<file path="src/rtl/ptmr_pkg.sv">
package ptmr_pkg;
   localparam logic [2:0] A_CTRL = 3'd0;
   localparam logic [2:0] A_MLO  = 3'd1;
   localparam logic [2:0] A_MHI  = 3'd2;
   localparam logic [2:0] A_SLO  = 3'd3;
   localparam logic [2:0] A_SHI  = 3'd4;
   localparam logic [2:0] SRC_EXT = 3'b111;
   localparam int unsigned MAX_SHIFT = 11;

   // log2 of the division ratio for each internal source code
   function automatic int unsigned div_shift(input logic [2:0] code);
      case (code)
         3'd0:    return 11;
         3'd1:    return 9;
         3'd2:    return 6;
         3'd3:    return 3;
         3'd4:    return 2;
         3'd5:    return 1;
         default: return 0;
      endcase
   endfunction
endpackage

</file>
<file path="src/rtl/ptmr_prescaler.sv">
module ptmr_prescaler
   import ptmr_pkg::*;
#(
   parameter int PRE_W       = 11,
   parameter int SYNC_STAGES = 2
) (
   input  logic       clk,
   input  logic       rst_n,
   input  logic       run,
   input  logic [2:0] clk_sel,
   input  logic       edge_rise,
   input  logic       ext_clk,
   output logic       cnt_tick
);
   localparam int SH_W = SYNC_STAGES + 1;

   logic [PRE_W-1:0] pre_q;
   logic [PRE_W-1:0] sel_mask;
   logic [SH_W-1:0]  sh_q;
   logic             ext_edge;

   // synchroniser chain plus one history flop, one flop per stage
   for (genvar s = 0; s < SH_W; s++) begin : g_sync
      always_ff @(posedge clk or negedge rst_n) begin
         if (!rst_n) sh_q[s] <= 1'b0;
         else if (s == 0) sh_q[s] <= ext_clk;
         else sh_q[s] <= sh_q[(s == 0) ? 0 : s-1];
      end
   end

   assign ext_edge = edge_rise ? ( sh_q[SH_W-2] & ~sh_q[SH_W-1])
                               : (~sh_q[SH_W-2] &  sh_q[SH_W-1]);

   always_ff @(posedge clk or negedge rst_n) begin
      if (!rst_n)    pre_q <= '0;
      else if (!run) pre_q <= '0;
      else           pre_q <= pre_q + 1'b1;
   end

   assign sel_mask = PRE_W'((64'd1 << div_shift(clk_sel)) - 64'd1);

   always_comb begin
      if (!run)                    cnt_tick = 1'b0;
      else if (clk_sel == SRC_EXT) cnt_tick = ext_edge;
      else                         cnt_tick = ((pre_q & sel_mask) == sel_mask);
   end

   AST_PRE_HELD: assert property (@(posedge clk) disable iff (!rst_n)
      !run |=> pre_q == '0) else $error("divider not held");
   AST_EXT_SINGLE: assert property (@(posedge clk) disable iff (!rst_n)
      (cnt_tick && clk_sel == SRC_EXT) |=> !(cnt_tick && clk_sel == SRC_EXT))
      else $error("two external counts in a row");
endmodule

</file>
<file path="src/rtl/ptmr_counter.sv">
module ptmr_counter #(
   parameter int CNT_W = 16
) (
   input  logic             clk,
   input  logic             rst_n,
   input  logic             run,
   input  logic             tick,
   input  logic [CNT_W-1:0] match_val,
   input  logic             idle_hi,
   output logic [CNT_W-1:0] cnt,
   output logic             match_evt,
   output logic             tmr_out
);
   logic [CNT_W-1:0] cnt_q;
   logic             phase_q;

   assign match_evt = run && tick && (cnt_q == match_val);

   always_ff @(posedge clk or negedge rst_n) begin
      if (!rst_n) begin
         cnt_q   <= '0;
         phase_q <= 1'b0;
      end else if (!run) begin
         cnt_q   <= '0;
         phase_q <= 1'b0;
      end else if (tick) begin
         if (cnt_q == match_val) begin
            cnt_q   <= '0;
            phase_q <= ~phase_q;
         end else begin
            cnt_q   <= cnt_q + 1'b1;
         end
      end
   end

   assign cnt     = cnt_q;
   assign tmr_out = run ? (phase_q ^ ~idle_hi) : idle_hi;

   AST_WRAP_ZERO: assert property (@(posedge clk) disable iff (!rst_n)
      match_evt |=> cnt_q == '0) else $error("no wrap after match");
   AST_IDLE_ZERO: assert property (@(posedge clk) disable iff (!rst_n)
      !run |=> cnt_q == '0) else $error("counter not held");
   AST_OUT_TOGGLE: assert property (@(posedge clk) disable iff (!rst_n)
      (match_evt && run) |=> (tmr_out != $past(tmr_out)) || !run || !$stable(idle_hi))
      else $error("pin did not toggle");
endmodule

</file>
<file path="src/rtl/ptmr_regs.sv">
module ptmr_regs
   import ptmr_pkg::*;
#(
   parameter int CNT_W = 16
) (
   input  logic             clk,
   input  logic             rst_n,
   input  logic             wr_en,
   input  logic [2:0]       wr_addr,
   input  logic [7:0]       wr_data,
   input  logic [2:0]       rd_addr,
   input  logic             irq_ack,
   input  logic             match_evt,
   input  logic [CNT_W-1:0] cnt,
   output logic [2:0]       clk_sel,
   output logic             pol,
   output logic             edge_rise,
   output logic [CNT_W-1:0] match_val,
   output logic             flag,
   output logic [7:0]       rd_data
);
   localparam int HI_W = CNT_W - 8;

   logic [2:0]       sel_q;
   logic             pol_q, rise_q, flag_q, pend_q;
   logic [CNT_W-1:0] match_q, snap_q;
   logic [15:0]      m16, s16;
   logic             ctrl_wr;

   assign ctrl_wr = wr_en && (wr_addr == A_CTRL);

   always_ff @(posedge clk or negedge rst_n) begin
      if (!rst_n) begin
         sel_q   <= '0;
         pol_q   <= 1'b0;
         rise_q  <= 1'b0;
         flag_q  <= 1'b0;
         pend_q  <= 1'b0;
         match_q <= '0;
         snap_q  <= '0;
      end else begin
         if (ctrl_wr) begin
            sel_q  <= wr_data[7:5];
            pol_q  <= wr_data[2];
            rise_q <= wr_data[1];
         end
         if (wr_en && wr_addr == A_MLO) match_q[7:0] <= wr_data;
         if (wr_en && wr_addr == A_MHI) match_q[CNT_W-1:8] <= wr_data[HI_W-1:0];
         pend_q <= ctrl_wr && wr_data[0];
         if (pend_q) snap_q <= cnt;
         if (match_evt)                               flag_q <= 1'b1;
         else if (irq_ack || (ctrl_wr && !wr_data[4])) flag_q <= 1'b0;
      end
   end

   assign m16 = 16'(match_q);
   assign s16 = 16'(snap_q);

   always_comb begin
      case (rd_addr)
         A_CTRL:  rd_data = {sel_q, flag_q, 1'b0, pol_q, rise_q, pend_q};
         A_MLO:   rd_data = m16[7:0];
         A_MHI:   rd_data = m16[15:8];
         A_SLO:   rd_data = s16[7:0];
         A_SHI:   rd_data = s16[15:8];
         default: rd_data = 8'h00;
      endcase
   end

   assign clk_sel   = sel_q;
   assign pol       = pol_q;
   assign edge_rise = rise_q;
   assign match_val = match_q;
   assign flag      = flag_q;

   AST_FLAG_SET: assert property (@(posedge clk) disable iff (!rst_n)
      match_evt |=> flag_q) else $error("flag not set");
   AST_ACK_CLEAR: assert property (@(posedge clk) disable iff (!rst_n)
      (irq_ack && !match_evt) |=> !flag_q) else $error("ack did not clear");
   AST_SNAP_COPY: assert property (@(posedge clk) disable iff (!rst_n)
      pend_q |=> snap_q == $past(cnt)) else $error("snapshot wrong");
   AST_SNAP_DONE: assert property (@(posedge clk) disable iff (!rst_n)
      (pend_q && !(ctrl_wr && wr_data[0])) |=> !pend_q)
      else $error("command bit stuck");
endmodule

</file>
<file path="src/rtl/ptmr_top.sv">
module ptmr_top
   import ptmr_pkg::*;
#(
   parameter int CNT_W       = 16,
   parameter int PRE_W       = 11,
   parameter int SYNC_STAGES = 2
) (
   input  logic       clk,
   input  logic       rst_n,
   input  logic       tmr_en,
   input  logic       ext_clk,
   input  logic       wr_en,
   input  logic [2:0] wr_addr,
   input  logic [7:0] wr_data,
   input  logic [2:0] rd_addr,
   output logic [7:0] rd_data,
   input  logic       irq_ack,
   output logic       irq,
   output logic       tmr_out
);
   if (CNT_W < 9 || CNT_W > 16) begin : g_bad_cnt
      $error("CNT_W must lie in 9..16");
   end
   if (PRE_W < int'(MAX_SHIFT)) begin : g_bad_pre
      $error("PRE_W too small for the largest ratio");
   end
   if (SYNC_STAGES < 2) begin : g_bad_sync
      $error("at least two synchroniser stages required");
   end

   logic [2:0]       clk_sel;
   logic             pol, edge_rise, tick, match_evt;
   logic [CNT_W-1:0] match_val, cnt;

   ptmr_regs #(.CNT_W(CNT_W)) regs_i (
      .clk(clk), .rst_n(rst_n), .wr_en(wr_en), .wr_addr(wr_addr),
      .wr_data(wr_data), .rd_addr(rd_addr), .irq_ack(irq_ack),
      .match_evt(match_evt), .cnt(cnt), .clk_sel(clk_sel), .pol(pol),
      .edge_rise(edge_rise), .match_val(match_val), .flag(irq),
      .rd_data(rd_data)
   );

   ptmr_prescaler #(.PRE_W(PRE_W), .SYNC_STAGES(SYNC_STAGES)) pre_i (
      .clk(clk), .rst_n(rst_n), .run(tmr_en), .clk_sel(clk_sel),
      .edge_rise(edge_rise), .ext_clk(ext_clk), .cnt_tick(tick)
   );

   ptmr_counter #(.CNT_W(CNT_W)) cnt_i (
      .clk(clk), .rst_n(rst_n), .run(tmr_en), .tick(tick),
      .match_val(match_val), .idle_hi(pol), .cnt(cnt),
      .match_evt(match_evt), .tmr_out(tmr_out)
   );
endmodule

</file>
<file path="config.mk">
export PLATFORM = sky130hd
export DESIGN_NAME = ptmr_top
export DESIGN_NICKNAME = d
export VERILOG_FILES = /design/src/rtl/ptmr_pkg.sv /design/src/rtl/ptmr_prescaler.sv /design/src/rtl/ptmr_counter.sv /design/src/rtl/ptmr_regs.sv /design/src/rtl/ptmr_top.sv
export SDC_FILE = /design/constraint.sdc
export NUM_CORES = 1
export LEC_CHECK = 0
export BUFFER_PORTS_ARGS = -buffer_cell sky130_fd_sc_hd__buf_2
export CAP_MARGIN = 40
export CORE_MARGIN = 4
export CORE_UTILIZATION = 45
export CTS_CLUSTER_DIAMETER = 30
export DETAILED_ROUTE_END_ITERATION = 10
export GPL_TIMING_DRIVEN = 0
export HOLD_SLACK_MARGIN = 0.06
export PLACE_DENSITY = 0.61
export SLEW_MARGIN = 10
export SYNTH_ARGS = -nofsm -noshare
export SYNTH_HDL_FRONTEND = slang
export SYNTH_SLANG_ARGS = --single-unit
</file>
<file path="constraint.sdc">
create_clock -name clk -period 2.5 [get_ports clk]
set_input_delay 0.125 -clock clk [delete_from_list [all_inputs] [get_ports clk]]
set_output_delay 0.125 -clock clk [all_outputs]
set_load 0.02 [all_outputs]
</file>
### Word-level counts from Yosys, hierarchy flattened

Index checks and enable logic that the tools add are counted.

| word-level totals | value |
|---|---|
| register bits after elaboration | 70 |
| latch bits | 0 |
| bits in writable memories | 0 |
| bits in read-only memories | 0 |
| input bits | 20 |
| output and inout bits | 10 |
| memories kept | 0 |

| operators by class | value |
|---|---|
| add/sub/neg operators | 3 |
| $mul | 0 |
| divide/modulo/power cells | 0 |
| $lt $le $gt $ge | 0 |
| equality and inequality tests | 16 |
| shift-type cells | 1 |
| multiplexer cells | 15 |
| bitwise logic cells | 8 |
| reduce and logical (&&, ||, !) cells | 14 |

Operators by type and width:

| operator | count |
|---|---|
| 2-to-1 mux 16 bit | 3 |
| one-hot mux 8 bit (5 select lines) | 1 |
| one-hot mux 4 bit (6 select lines) | 1 |
| adder 16 x 1 -> 16 bit (second input constant) | 1 |
| == test 16 bit | 1 |
| == test 3 x 2 -> 1 bit (second input constant) | 5 |
| == test 3 bit (second input constant) | 4 |
| adder 11 x 1 -> 11 bit (second input constant) | 1 |
| bitwise AND 11 bit | 1 |
| == test 11 bit | 1 |
| 2-to-1 mux 11 bit | 1 |
| left shift 1 x 4 -> 11 bit (first input constant) | 1 |
| subtractor 11 x 1 -> 11 bit (second input constant) | 1 |
| == test 3 x 1 -> 1 bit (second input constant) | 3 |
| zero test 3 bit | 3 |
| 2-to-1 mux 1 bit | 9 |
| logical AND 1 bit | 7 |
| inequality test 2 x 1 -> 1 bit (second input constant) | 2 |
| NOT 1 bit | 4 |
| bitwise AND 1 bit | 2 |
| AND reduction 2 bit | 1 |
| nonzero test 2 bit | 1 |
| zero test 1 bit | 1 |
| logical OR 1 bit | 1 |
| bitwise XOR 1 bit | 1 |

### Depth between registers and ports, before layout

| logic depth | value |
|---|---|
| word-level depth | 11 |
| depth in mapped cells | 10 |

### Cells and area by module

A second synthesis with hierarchy kept.

| second synthesis, totals | value |
|---|---|
| cell total of the unflattened synthesis | 331 |
| area total of the unflattened synthesis | 3674.8 um2 |

Modules (own cells, without submodules):

| module | times used | cells an instance | area an instance (um2) | seq. area each (um2) |
|---|---|---|---|---|
| ptmr_regs | 1 | 130 | 1801.7 | 975.9 |
| ptmr_counter | 1 | 116 | 1054.8 | 425.4 |
| ptmr_prescaler | 1 | 85 | 818.3 | 350.3 |

### Worst setup path after synthesis

No wires, ideal clock.

| timing | value |
|---|---|
| path type | reg2reg |
| start point | register regs_i.sel_q[1], in the netlist regs_i.clk_sel[1] |
| end point | register cnt_i.cnt_q[12], in the netlist cnt_i.cnt[12] |
| library setup time | 0.078 ns |
| arrival time | 2.331 ns |
| data required time | 2.422 ns |
| setup slack | 0.091 ns |
| stages on the path, launching flop included | 10 |
| path buffers | 1 |
| cells stage by stage | dfrtp_1 -> buf_2 -> nand3b_1 -> ha_1 -> nor2b_1 -> or3_1 -> nand3_2 -> a41oi_4 -> or4_1 -> a21oi_1 |

| between the ends | value |
|---|---|
| word-level cells in the longest chain between the ends | 9 |
| elaborated cells between the ends (all ways) | 15 |
| classes of those cells | add/sub (1); eq/ne (8); shift (1); mux (3); bitwise (1); reduce/logical (1) |

RTL lines:

| item | line | RTL |
|---|---|---|
| start, declared | ptmr_regs.sv:24 | `logic [2:0] sel_q;` |
| start signal, assigned | ptmr_regs.sv:43 | `sel_q <= wr_data[7:5];` |
| == test 3 bit, or another cell as far along | ptmr_pkg.sv:12 | `case (code)` |
| one-hot mux 4 bit (6 select lines) | ptmr_pkg.sv:12 |  |
| left shift 1 x 4 -> 11 bit | ptmr_prescaler.sv:40 | `assign sel_mask = PRE_W'((64'd1 << div_shift(clk_sel)) - 64'd1);` |
| subtractor 11 x 1 -> 11 bit | ptmr_prescaler.sv:40 |  |
| bitwise AND 11 bit | ptmr_prescaler.sv:45 | `else cnt_tick = ((pre_q & sel_mask) == sel_mask);` |
| == test 11 bit | ptmr_prescaler.sv:45 |  |
| 2-to-1 mux 1 bit * | ptmr_prescaler.sv:44 | `else if (clk_sel == SRC_EXT) cnt_tick = ext_edge;` |
| 2-to-1 mux 1 bit * | ptmr_prescaler.sv:43 | `if (!run) cnt_tick = 1'b0;` |
| inequality test 2 x 1 -> 1 bit (no line) * | - |  |
| end signal, assigned | ptmr_counter.sv:31 | `cnt_q <= cnt_q + 1'b1;` |
| end, declared | ptmr_counter.sv:14 | `logic [CNT_W-1:0] cnt_q;` |

Mark *: on every way between the ends. The rest lies on a longest branch, timed or not.
A chain may end at the register's enable or synchronous reset.

### Final worst setup path

| timing | value |
|---|---|
| start point | register regs_i.sel_q[1], in the netlist regs_i.clk_sel[1] |
| end point | register cnt_i.cnt_q[6], in the netlist cnt_i.cnt[6] |

The elaborated chain is that of the path after synthesis.

==> out/summary.md <==
The count of nets left with antenna violations once routing finished came out at 0. After detailed routing, the number of vias per cell comes to 5.782. The distinct cell type count after synthesis was 51; the post-detailed-route wirelength per cell was 18.38 um.

For this design the static power due to leakage is 2.003 nW. For this run, the number of Yosys warnings is 0. For this block, the initial DRC count from the detailed router was 136.

The library cells used most frequently in the layout, excluding fill and tap cells, are dfrtp_1 (70), mux2_2 (44), buf_2 (27). The internal portion of the total power is 2.126 mW. A synthesized cell averages 10.92 um2. The floorplan die width works out to 98.98 um. Setup repair after global routing could not meet its margin everywhere.

The number of top-level pins is 30. Sequential cells burn 42.5% of the power. The count of H-tree levels built during CTS came out at 3.

Counting stages on the worst path, the most repeated cell is buf_6. The count of pins over their slew limit was 0; the core box area was 0.007888 mm2. The total power per unit cell area was 659.9 mW/mm2.

The type of the worst setup path was reg -> reg. Based on the critical path, the design can be clocked at up to 0.4023 GHz. The global-route met1 utilization came out at 27.76%. The run gives 0 as the DRC violation count after routing.

Setup violations remaining at the end of the flow were counted as 0. In the synthesized netlist the dominant register cell turns out to be dfrtp_1. The tool flagged a number of max-cap violations equal to 0.

Data arrives at the worst endpoint at 2760 ps. The maximum vdd ir drop is 471.4 uV. Global routing consumed, over all layers together, 20.23% of the routing resources.

The synthesized design contains 0 enable-type register cells. The wire-length estimate of the detail-placed layout is 6414 um. The number of buffers and inverters on the critical path works out to 2. The clock period could shrink to 2486 ps. The root buffer cell chosen for the clock tree is clkbuf_8. The clock reaches the later pin of the worst-skew pair after 350 ps. After filler insertion, the fill cell instance count of the layout stands at 654. The proportion of synthesized flip-flops having asynchronous set or reset was 100.0%. The run finished with clean final reports. Adding up every negative setup slack in the final design gives 0 ps. Sequential cells were found to cover 47.03% of the synthesized design area. The count of state elements after synthesis came out at 70. The number of antenna repair diodes is 0, and the largest net degree at the start of global routing is 37. Delay of the slowest cell on the worst path: 550 ps.

Of the total power, the clock network draws 34.5%. For met2 alone, demand over resource in global routing was 33.32%. The top fanout value on the critical path came out at 5.

Worst slew slack as a fraction of its limit: 47.98%. Synthesis handed over a netlist of 341 instances. Worst clock skew: 11.40 ps. The worst min-delay path class is in -> reg. Routability-driven placement finished with a final weighted congestion of 0.8361.

The number of antenna violations at the first check in global routing is 0, and the final critical-path setup slack is 14.18 ps. The tools report the post-synthesis cell area as 0.003725 mm2. In the global route stage, met3 resource usage came out at 4.671%. At the worst endpoint, the required time is 2770 ps. STA classifies the critical path startpoint as a flip-flop.

The clock edge transition at the registers on the reported setup and hold paths is 80 ps, and the combinational cell fraction of total power is 23.0%. Synthesis produced a netlist with a net count of 364. The number of I/O port buffers is 27, and the die outline area is 0.009797 mm2. The library cell used most frequently in the layout, excluding fill and tap cells, is dfrtp_1. In the finished design, the share of the clock period the worst path needs comes to 99.43%. Counting every sink on the clock net gives 70. The run gives 15,680 um as the first-pass GRT wire length. TritonCTS built the clock tree.

Prior to clock tree synthesis, the placed netlist has a worst setup slack of -330.5 ps. After global routing the overflow that remains totals 0. Cells with a size suffix above 1 make up 32.60% of the layout.

The chip height is 98.98 um, and the fraction of power spent switching nets is 30.30%. The logs give 429 for the net count of the finished layout and 2 for the number of buffers on the longest clock path. The post-route non-filler standard cell count came out at 513. Power comes to 3.051 mW. Clock tree synthesis inserted a total of 9 buffers. The number of global-route vias before repair is 2,993. Worst-path cell with the longest stage delay: or4_4.

In this run, placement finished with an instance count of 472. The transition time at the pin with the least slew margin was 772.2 ps. Summing over every cut layer, the via total after detailed routing is 2,966. After detailed routing, the total wire length is 9430 um.

The run gives 0 as the count of endpoints failing hold in the final timing report. The most utilized layer in the global route result was met2. For the initial standard-cell utilization of the core, the log shows 47.22%. Walking the worst path, the cells encountered are buf_6, nand3b_1, ha_4, o21ai_4, a2111oi_4, buf_6, a41oi_4, or4_4, a21oi_2. The logs give 32 for the number of cell rows and 4 for the first-pass iteration count of the detailed router.

In this design, the largest share of critical-path delay is due to simple AND/OR/NAND/NOR gates. The worst setup path is captured at a flip-flop. The area growth from synthesis to final layout came out at 24.12%.

Switching power: 0.9246 mW.
==> Yosys cell counts (3+ instances only) <==
master | n | area [um2]
or3_1 | 13 | 81.33
nand2_1 | 13 | 48.80
o31ai_1 | 5 | 37.54
xor2_1 | 20 | 175.2
o21ai_0 | 14 | 70.07
nand4_1 | 4 | 25.02
nor2b_1 | 5 | 31.28
inv_1 | 5 | 18.77
a22o_1 | 3 | 26.28
nand2b_1 | 5 | 31.28
clkbuf_1 | 18 | 67.56
nor2_1 | 15 | 56.30
ha_1 | 3 | 37.54
nand3_1 | 14 | 70.07
o22ai_1 | 6 | 37.54
dfrtp_1 | 70 | 1752
a21oi_1 | 18 | 90.09
and3_1 | 3 | 18.77
a22oi_1 | 13 | 97.59
or4_1 | 4 | 30.03
nor4_1 | 6 | 37.54
mux2_2 | 44 | 495.5
==> power by group through the flow <==
stage / combinational (mW) / sequential [mW] / clock (mW)
2_1_floorplan: 0.389 / 1.30 / 0
3_3_place_gp: 0.515 / 1.32 / 0
3_5_place_dp: 0.526 / 1.32 / 0
4_1_cts: 0.652 / 1.30 / 1.07
5_1_grt: 0.769 / 1.31 / 1.12
6_report: 0.703 / 1.30 / 1.05
==> path summary, 6_finish.rpt <==
kind                                          startpoint                            end  slack [ps]  depth (start not counted)
min reg2reg                      pre_i.sh_q[0]$_DFF_PN0_        pre_i.sh_q[1]$_DFF_PN0_         380                          0
max                        regs_i.clk_sel[1]$_DFFE_PN0P_       cnt_i.cnt[6]$_DFFE_PN0P_          10                          9
min in group asynchronous                          rst_n       cnt_i.cnt[4]$_DFFE_PN0P_         270                          2
max in group asynchronous                          rst_n  regs_i.clk_sel[0]$_DFFE_PN0P_        1680                          3
min                                              irq_ack        regs_i.flag$_DFFE_PN0P_          90                          3
max reg2reg                regs_i.clk_sel[1]$_DFFE_PN0P_       cnt_i.cnt[6]$_DFFE_PN0P_          10                          9
==> layout make-up <==
class	instances	area [um2]	area share, %
Buffer	22	120.1	2.598
Clock buffer	9	123.9	2.679
Clock inverter	7	102.6	2.219
Inverter	6	22.52	0.4871
Multi-Input combinational cell	244	1992	43.09
Sequential cell	70	1752	37.89
Tap cell	102	127.6	2.760
Timing Repair Buffer	53	382.9	8.281
==> stage by stage <==
step | hold WS (ps) | area, um2 | util [%]
6_report | 93.30 | 4623 | 58.61
5_1_grt | 93.68 | 4623 | 58.61
4_1_cts | 84.19 | 4511 | 57.19
3_5_place_dp | 112.1 | 4021 | 50.98
3_3_place_gp | 236.2 | 3988 | 50.56
2_1_floorplan | -170.6 | 3725 | -
==> flip-flops by register name, summed over array words and instances, names as in the netlist <==
name,cells
regs_i.pol,1
regs_i.match_val,16
regs_i.flag,1
pre_i.pre_q,11
pre_i.sh_q,3
cnt_i.cnt,16
cnt_i.phase_q,1
regs_i.pend_q,1
regs_i.s16,16
regs_i.edge_rise,1
regs_i.clk_sel,3
==> kinds of logic after synthesis <==
group                      after synthesis  synth area share [%]
muxes                                   47                 14.44
AOI/OAI and AO/OA                       75                 14.55
DFF                                     70                 47.03
and+or+nand+nor                         96                 14.51
adders and majority gates                3                 1.008
xor gates and xnor gates                22                 5.173
buffers and inverters                   28                 3.292
==> worst min-delay path, cell delays in order <==
cell and delay, ps:
buf_2 90, inv_1 40, a32o_1 150
==> per-layer routing <==
metal,vias up,share of wire [%]
met1,1485,45
met5,-,0
met3,6,5.4
met2,74,49
li1,1401,-
met4,0,0.65
==> timing repair <==
action | 4_1_cts | 5_1_grt
resized for setup | 18 | 16
pin swaps | 8 | 21
buffers inserted | 8 | 6
hold buffers | 10 | 0
hold endpoints to repair | 57 | 0
gates cloned | 2 | 0
endpoints found under the setup margin | 18 | 18
Note: power is estimated with default switching activity, not from simulation.
